==> src/rtl/can_bt_pkg.sv <==
package can_bt_pkg;
  localparam int CFG_W = 16;
  localparam int BRP_W = 6;
  localparam int TS1_W = 4;
  localparam int TS2_W = 3;
  localparam int SJW_W = 2;

  typedef struct packed {
    logic [TS2_W-1:0] ph2;
    logic [TS1_W-1:0] ph1;
    logic [SJW_W-1:0] sjw;
    logic [BRP_W-1:0] brp;
  } bt_cfg_t;

  typedef enum logic [1:0] {
    SEG_IDLE = 2'd0,
    SEG_SYNC = 2'd1,
    SEG_PH1  = 2'd2,
    SEG_PH2  = 2'd3
  } seg_e;
endpackage

==> src/rtl/cbt_cfg_reg.sv <==
module cbt_cfg_reg #(
  parameter int             W       = 16,
  parameter logic [W-1:0]   RST_VAL = 16'h2301,
  parameter logic [W-1:0]   KEEP    = 16'h7FFF
) (
  input  logic         clk,
  input  logic         rst,
  input  logic         wr_en,
  input  logic [W-1:0] wr_data,
  input  logic         cfg_en,
  input  logic         init_mode,
  output logic [W-1:0] cfg_q
);
  logic wr_ok;
  assign wr_ok = wr_en & cfg_en & init_mode;

  always_ff @(posedge clk) begin
    if (rst)        cfg_q <= RST_VAL & KEEP;
    else if (wr_ok) cfg_q <= wr_data & KEEP;
  end

  // the word is locked unless both unlock inputs are high during a write
  assert_locked_R2: assert property (@(posedge clk) disable iff (rst)
    !(wr_en && cfg_en && init_mode) |=> $stable(cfg_q));
endmodule

==> src/rtl/cbt_tq_prescaler.sv <==
module cbt_tq_prescaler #(
  parameter int BRP_W = 6
) (
  input  logic             clk,
  input  logic             rst,
  input  logic             run,
  input  logic             clr,
  input  logic [BRP_W-1:0] brp,
  output logic             tick
);
  logic [BRP_W-1:0] cnt;

  assign tick = run && !clr && (cnt == brp);

  always_ff @(posedge clk) begin
    if (rst || !run || clr) cnt <= '0;
    else if (cnt == brp)    cnt <= '0;
    else                    cnt <= cnt + 1'b1;
  end

  // a divider above one never ticks on two neighbouring cycles
  assert_tick_gap_R3: assert property (@(posedge clk) disable iff (rst)
    (tick && brp != '0) |=> !tick);
endmodule

==> src/rtl/cbt_bit_seq.sv <==
module cbt_bit_seq
  import can_bt_pkg::*;
#(
  parameter int TS1_W = 4,
  parameter int TS2_W = 3,
  parameter int SJW_W = 2
) (
  input  logic             clk,
  input  logic             rst,
  input  logic             init_mode,
  input  logic             tick,
  input  logic             rx,
  input  logic             hs_req,
  input  logic [TS1_W-1:0] ph1_f,
  input  logic [TS2_W-1:0] ph2_f,
  input  logic [SJW_W-1:0] sjw_f,
  output logic             hs_evt,
  output logic             sample_pulse,
  output logic             tx_pulse,
  output logic             sampled_bit
);
  localparam int LEN_W = $clog2((1 << TS1_W) + (1 << SJW_W) + 2);

  seg_e             seg_q;
  logic [LEN_W-1:0] qcnt, seg_len, len1, len2, sjw_len;
  logic [LEN_W-1:0] err, adj, eff_len, qnext;
  logic             rx_d, fall, resynced, rs_ok, seg_end;

  assign fall    = rx_d & ~rx;
  assign hs_evt  = !init_mode && (hs_req || (seg_q == SEG_IDLE && fall));
  assign len1    = (ph1_f == '0) ? LEN_W'(2) : LEN_W'(ph1_f) + LEN_W'(1);
  assign len2    = LEN_W'(ph2_f) + LEN_W'(1);
  assign sjw_len = LEN_W'(sjw_f) + LEN_W'(1);
  assign qnext   = qcnt + LEN_W'(1);

  always_comb begin
    rs_ok   = 1'b0;
    err     = '0;
    adj     = '0;
    eff_len = seg_len;
    if (fall && !resynced && sampled_bit) begin
      if (seg_q == SEG_PH1) begin
        rs_ok   = 1'b1;
        err     = qnext;
        adj     = (err > sjw_len) ? sjw_len : err;
        eff_len = seg_len + adj;
      end else if (seg_q == SEG_PH2) begin
        rs_ok   = 1'b1;
        err     = seg_len - qcnt;
        adj     = (err > sjw_len) ? sjw_len : err;
        eff_len = seg_len - adj;
      end
    end
  end

  assign seg_end = tick && (qnext >= eff_len);

  always_ff @(posedge clk) begin
    if (rst) begin
      seg_q        <= SEG_IDLE;
      qcnt         <= '0;
      seg_len      <= '0;
      resynced     <= 1'b0;
      rx_d         <= 1'b1;
      sample_pulse <= 1'b0;
      tx_pulse     <= 1'b0;
      sampled_bit  <= 1'b1;
    end else begin
      rx_d         <= rx;
      sample_pulse <= 1'b0;
      tx_pulse     <= 1'b0;
      if (init_mode) begin
        seg_q <= SEG_IDLE;
        qcnt  <= '0;
      end else if (hs_evt) begin
        seg_q    <= SEG_PH1;
        qcnt     <= '0;
        seg_len  <= len1;
        resynced <= 1'b1;
      end else if (seg_q != SEG_IDLE) begin
        if (rs_ok) begin
          resynced <= 1'b1;
          seg_len  <= eff_len;
        end
        if (tick) begin
          if (seg_end) begin
            qcnt <= '0;
            unique case (seg_q)
              SEG_SYNC: begin
                seg_q   <= SEG_PH1;
                seg_len <= len1;
              end
              SEG_PH1: begin
                seg_q        <= SEG_PH2;
                seg_len      <= len2;
                sample_pulse <= 1'b1;
                sampled_bit  <= rx;
              end
              SEG_PH2: begin
                seg_q    <= SEG_SYNC;
                seg_len  <= LEN_W'(1);
                tx_pulse <= 1'b1;
                resynced <= 1'b0;
              end
              default: seg_q <= SEG_IDLE;
            endcase
          end else begin
            qcnt <= qnext;
          end
        end
      end
    end
  end

  // the two strobes never coincide
  assert_single_strobe_R13: assert property (@(posedge clk) disable iff (rst)
    !(sample_pulse && tx_pulse));
  // init silences the unit from the next cycle on
  assert_idle_quiet_R12: assert property (@(posedge clk) disable iff (rst)
    init_mode |=> (!sample_pulse && !tx_pulse && seg_q == SEG_IDLE));
  // a hard sync restarts the before-sample phase and suppresses strobes
  assert_hs_restart_R7: assert property (@(posedge clk) disable iff (rst)
    hs_evt |=> (seg_q == SEG_PH1 && qcnt == '0 && !sample_pulse && !tx_pulse));
  // the sync segment is one quantum long
  assert_sync_one_tq_R4: assert property (@(posedge clk) disable iff (rst)
    (!init_mode && !hs_evt && tick && seg_q == SEG_SYNC) |=> seg_q == SEG_PH1);
  // the transmit strobe marks the start of the sync segment
  assert_tx_in_sync_R4: assert property (@(posedge clk) disable iff (rst)
    tx_pulse |-> seg_q == SEG_SYNC);
  // the before-sample phase never ends after its first quantum
  assert_ph1_min_R5: assert property (@(posedge clk) disable iff (rst)
    (!init_mode && tick && seg_q == SEG_PH1 && qcnt == '0) |=> seg_q == SEG_PH1);
endmodule

==> src/rtl/can_bit_timer.sv <==
module can_bit_timer
  import can_bt_pkg::*;
#(
  parameter int               W       = CFG_W,
  parameter logic [W-1:0]     RST_VAL = 16'h2301
) (
  input  logic         clk,
  input  logic         rst,
  input  logic         cfg_wr,
  input  logic [W-1:0] cfg_wdata,
  input  logic         cfg_en,
  input  logic         init_mode,
  output logic [W-1:0] cfg_rdata,
  input  logic         rx,
  input  logic         hard_sync_req,
  output logic         sample_pulse,
  output logic         tx_pulse,
  output logic         sampled_bit
);
  localparam logic [W-1:0] KEEP = {1'b0, {(W-1){1'b1}}};

  bt_cfg_t cfg;
  logic    tick, hs_evt;

  cbt_cfg_reg #(.W(W), .RST_VAL(RST_VAL), .KEEP(KEEP)) u_cfg (
    .clk(clk), .rst(rst), .wr_en(cfg_wr), .wr_data(cfg_wdata),
    .cfg_en(cfg_en), .init_mode(init_mode), .cfg_q(cfg_rdata)
  );

  assign cfg = bt_cfg_t'(cfg_rdata[W-2:0]);

  cbt_tq_prescaler #(.BRP_W(BRP_W)) u_tq (
    .clk(clk), .rst(rst), .run(!init_mode), .clr(hs_evt),
    .brp(cfg.brp), .tick(tick)
  );

  cbt_bit_seq #(.TS1_W(TS1_W), .TS2_W(TS2_W), .SJW_W(SJW_W)) u_seq (
    .clk(clk), .rst(rst), .init_mode(init_mode), .tick(tick), .rx(rx),
    .hs_req(hard_sync_req), .ph1_f(cfg.ph1), .ph2_f(cfg.ph2), .sjw_f(cfg.sjw),
    .hs_evt(hs_evt), .sample_pulse(sample_pulse), .tx_pulse(tx_pulse),
    .sampled_bit(sampled_bit)
  );
endmodule

==> config.mk <==
export PLATFORM = sky130hd
export DESIGN_NAME = can_bit_timer
export DESIGN_NICKNAME = d
export VERILOG_FILES = /design/src/rtl/can_bt_pkg.sv /design/src/rtl/cbt_cfg_reg.sv /design/src/rtl/cbt_tq_prescaler.sv /design/src/rtl/cbt_bit_seq.sv /design/src/rtl/can_bit_timer.sv
export SDC_FILE = /design/constraint.sdc
export NUM_CORES = 1
export LEC_CHECK = 0
export BUFFER_PORTS_ARGS = -buffer_cell sky130_fd_sc_hd__buf_4
export CAP_MARGIN = 20
export CELL_PAD_IN_SITES_DETAIL_PLACEMENT = 0
export CELL_PAD_IN_SITES_GLOBAL_PLACEMENT = 1
export CORE_AREA = 5 5 95 97
export DETAILED_ROUTE_END_ITERATION = 12
export DIE_AREA = 0 0 100 102
export PLACE_DENSITY = 0.68
export SYNTH_ARGS = -nofsm -noshare
export SYNTH_HDL_FRONTEND = slang
export SYNTH_SLANG_ARGS = --single-unit
==> constraint.sdc <==
create_clock -name clk -period 5.9 [get_ports clk]
set_input_delay 0.885 -clock clk [delete_from_list [all_inputs] [get_ports clk]]
set_output_delay 0.885 -clock clk [all_outputs]
set_load 0.02 [all_outputs]
==> impl.org <==
** STA
- Hold Violations, Final :: 0
- Portion of the clock cycle consumed by the worst path in the final layout :: roughly nine tenths
- Worst hold slack after final layout :: roughly 0.49 ns
- For the final database, setup skew stands at about 0.0057 ns.
- Max transition margin :: 60.5%
- Fmax :: 186 MHz
- RSZ-0062 raised after global routing :: no
- Tightest Pin Transition :: approximately 0.59 ns
- Setup WS post-layout :: about 0.53 ns
- Total negative slack :: 0 ns
- Count of pins over their slew limit :: 0
- Setup violations remaining at the end of the flow were counted as 0.
- The smallest clock period supported by the final layout is computed as roughly 5.4 ns.

** Setup path
- Worst reg2reg endpoint :: u_seq.seg_len[1]
- The largest individual stage delay along the critical path comes from the cell fa_1.
- The worst setup path is captured at a flop.
- Reg-to-Reg Start :: u_seq.seg_len[0]
- Worst path most repeated cell :: ha_1
- Worst path top cell family by delay :: adder cells
- STA classifies the critical path startpoint as a flop.
- In this run the number of cells on the critical path is 22.
- Cell count of the worst reg-to-reg path :: 22
- Setup slack, reg-to-reg :: roughly 0.53 ns
- Crit path buf inv count :: 2
- In this design, the stage delay of the slowest critical-path cell is around 0.46 ns.
- Worst Path Arrival :: 5.59 ns
- STA puts the critical path data required time at between 6 and 7 ns.
- Worst Setup Path Type :: reg -> reg
- Series of cell instances along the critical path :: inv_1 > ha_1 > inv_1 > fa_1 > ha_1 > a21o_1 > a21oi_1 > a31oi_1 > nor3_2 > mux2_2 > fa_1 > nor2b_1 > o21ai_0 > a31oi_1 > a211oi_1 > xnor2_1 > ha_1 > nand2_1 > o21a_1 > nor2_4 > mux2_2 > a211oi_1
- Critical path peak fanout :: 9

** Synth
- Synth top area share :: around 28%
- The synthesized netlist occupies a cell area of approximately 0.0027 mm².
- In this run the mean area of a mapped cell was about 8.5 µm².
- Sequential cell area fraction in the yosys report :: 27.8%
- Counting flops with a built-in enable in the synthesized netlist gives 0.
- The commonest cells after synthesis are 40 x nand2_1, 38 x dfxtp_1, 34 x ha_1.
- Synthesis inferred 38 register bits.
- The synthesized netlist contains 50 unique library cells.
- The biggest area contributor in the post-synthesis netlist is dfxtp_1.
- Most numerous cell in the Yosys netlist :: nand2_1
- Among all flip-flop cells after synthesis, the most frequent one is dfxtp_1.
- Proportion of synthesized flip-flops having asynchronous set or reset :: 0%
- For this run, the number of Yosys warnings is 0.
- Sorting the synthesized cells by area gives the leading types as dfxtp_1 28%, ha_1 16%, nand2_1 5.5%, a21oi_1 5.1%, xor2_1 3.8%.
- Cell count after synthesis :: 322

** Worst hold path
- The worst hold path begins at u_cfg.cfg_q[1].
- The worst hold path was traced through 2 stages.
- Hold worst-path end :: u_cfg.cfg_q[1]
- Class of the tightest hold or removal check :: reg -> reg

** Layout
- # fillers :: roughly 860
- The number of antenna diodes in the final layout is 0.
- The post-route netlist has roughly 17% of its cells at a drive strength greater than 1.
- After routing the design area is around 0.0033 mm².
- Multi-input combinational cell area :: roughly 0.0019 mm²
- The final layout contains ~420 nets.
- Compared with the post-synthesis result, the final layout area differs by 19.6%.
- The sequential cells in the finished layout cover a total of about 760 µm².
- The finished layout holds 468 standard cells, fillers aside.

** Clock tree
- CTS tree :: built
- Clock-pin slew was measured on the worst setup and hold paths at ~0.080 ns.
- In this run, post-CTS repair resized a total of 0 instances.
- Buffers added to address setup during post-CTS repair amount to 0.
- Root Buffer Master :: clkbuf_8
- Post-cts hold buffer count :: 0
- At the later pin of the worst-skew pair, clock insertion delay measures approximately 0.3 ns.
- Number of H-tree levels :: 2
- The clock drives 38 sinks.
- Counting along the longest clock path gives a buffer depth of 2.
- Counting the buffers created by CTS gives 5.

** Power and ir drop
- Portion of total power attributed to sequential cells :: between 30% and 40%
- For this design the total switching power over the nets is 187 µW.
- In this run the power density over the cells is ~210 mW/mm².
- In this run the static leakage power is 0.00138 µW.
- Per report_power, the clock group accounts for about two fifths of the total.
- Of the total power, combinational logic draws 20.4%.
- Net switching is between 20% and 30% of the power.
- Maximum resistive drop on vdd :: approximately 130 µV
- The internal portion of the total power is 497 µW.

** Global route
- Total congestion overflow after global routing :: 0
- Maximum number of pins on one net before global-route repair :: 27
- Via count of the first global-routing pass :: 2,430
- The first global-routing pass estimated approximately 12,000 µm of wire.
- The initial antenna violation count is 0.
- Across every metal layer, demand over resource in global routing totals ~14%.

** Floorplanning
- During I/O placement, the number of pins put on the boundary was 42.
- Die width :: 100 µm
- Once the floorplan was initialized, standard cells occupied between 30% and 40% of the core.
- Die boundary height :: a little over 100 µm
- The floorplan step defined a die boundary enclosing slightly above 0.01 mm².
- Std-Cell Core Area :: slightly above 0.008 mm²
- Row generation in the floorplan step produced 33 rows.

** Route
- Wires add up to between 6000 and 7000 µm.
- First-pass DRT Iterations :: 4
- Vias per cell :: between 5 and 6
- ANT nets after route :: 0
- Routed length per placed instance :: about 15 µm
- In the routed design, unresolved DRC markers number 0.
- Drt first-iter violations :: 70
- Vias :: about 2.4k

** Placement
- Port bufs :: 39
- Counting tap cells, the placed design contains a total of 460 instances.
- Worst slack at placement :: between 0.5 and 0.6 ns
- At the end of routability-driven placement, the weighted congestion stood at just over 0.8.
- Half-perimeter wire length of the detailed placement result :: 5420 µm
- The placed instances occupy a cell area of between 0.003 and 0.004 mm².

** Run
- Across the run, the number of max-cap violations was 0.

** Outcome
- The flow ran to the end, and the final reports show no timing, DRC or antenna violations.
[flip-flops by register name, indices dropped and copies added, names as in the netlist]
signal and cells:
u_cfg.cfg_q 15, u_tq.cnt 6, u_seq.qcnt 5, u_seq.seg_len 5
u_seq.seg_q 2, u_seq.resynced 1, u_seq.rx_d 1, u_seq.sample_pulse 1
u_seq.sampled_bit 1, u_seq.tx_pulse 1
[logic make-up after synthesis]
kind of cell	count (synthesis)	synth area share [%]
AOI/OAI and AO/OA	79	18.4
DFF	38	27.8
buffers and inverters	30	4.53
xor gates and xnor gates	23	7.37
other	2	0.275
muxes	11	4.26
and+or+nand+nor	102	19.6
adders and majority gates	37	17.8
[worst max-delay path by stage]
stage / slack (ns) / from / end
after floorplan: 1.04 / u_seq.qcnt[0] / u_seq.seg_len[2]
after global placement: 0.61 / u_seq.seg_len[0] / u_seq.seg_len[1]
after CTS: 0.55 / u_seq.seg_len[0] / u_seq.seg_len[1]
final: 0.53 / u_seq.seg_len[0] / u_seq.seg_len[1]
after detailed placement: 0.60 / u_seq.seg_len[0] / u_seq.seg_len[1]
after global routing: 0.18 / u_seq.seg_len[0] / u_seq.tx_pulse
[tightest hold or removal path, stage by stage, from the launching register on]
cell and delay, ns:
dfxtp_1 0.34, nand2_1 0.06, a21oi_1 0.05
[cell usage in the layout (no fill, tap or decap), types with 5 or more instances in the layout]
cell	count
dfxtp_1	38
xnor2_1	11
nand3_1	8
nand2b_1	8
xor2_1	12
mux2_2	5
ha_1	34
a22oi_1	5
nor2_1	22
a21oi_1	28
a211oi_1	5
o21ai_0	9
mux2i_1	6
clkbuf_8	5
nand2_1	40
inv_1	21
a21o_1	7
a31oi_1	8
buf_4	41
[per-stage QoR]
stage	power [µW]	util, %
floorplan	377	-
global placement	417	38.9
detailed placement	419	38.9
CTS	693	40.6
global route	724	40.6
finish	684	40.6
[area by class of cell]
cell class	instances	area share, %
Clock buffer	5	2.11
Clock inverter	3	2.11
Inverter	21	2.41
Multi-Input combinational cell	255	56.7
Sequential cell	38	23.3
Tap cell	105	4.02
Timing Repair Buffer	41	9.42
[power groups by stage]
stage                     Clock (µW)  Combinational (µW)  Sequential (µW)
after detailed placement           0                 139              280
after CTS                        279                 140              274
after global routing             292                 157              275
after floorplan                    0                94.7              282
final                            271                 139              273
after global placement             0                 138              279
[metal layers]
layer / vias up / track usage [%] / part of all wire, % / wire length [µm]
met2: 51 / 24.9 / 47 / 3230
met4: 0 / 5.39 / 2.3 / 159
met3: 12 / 3.00 / 3.6 / 248
met1: 1118 / 17.5 / 47 / 3210
met5: - / 0 / 0 / 0
li1: 1214 / - / - / -
(Power assumes the default switching activity.)
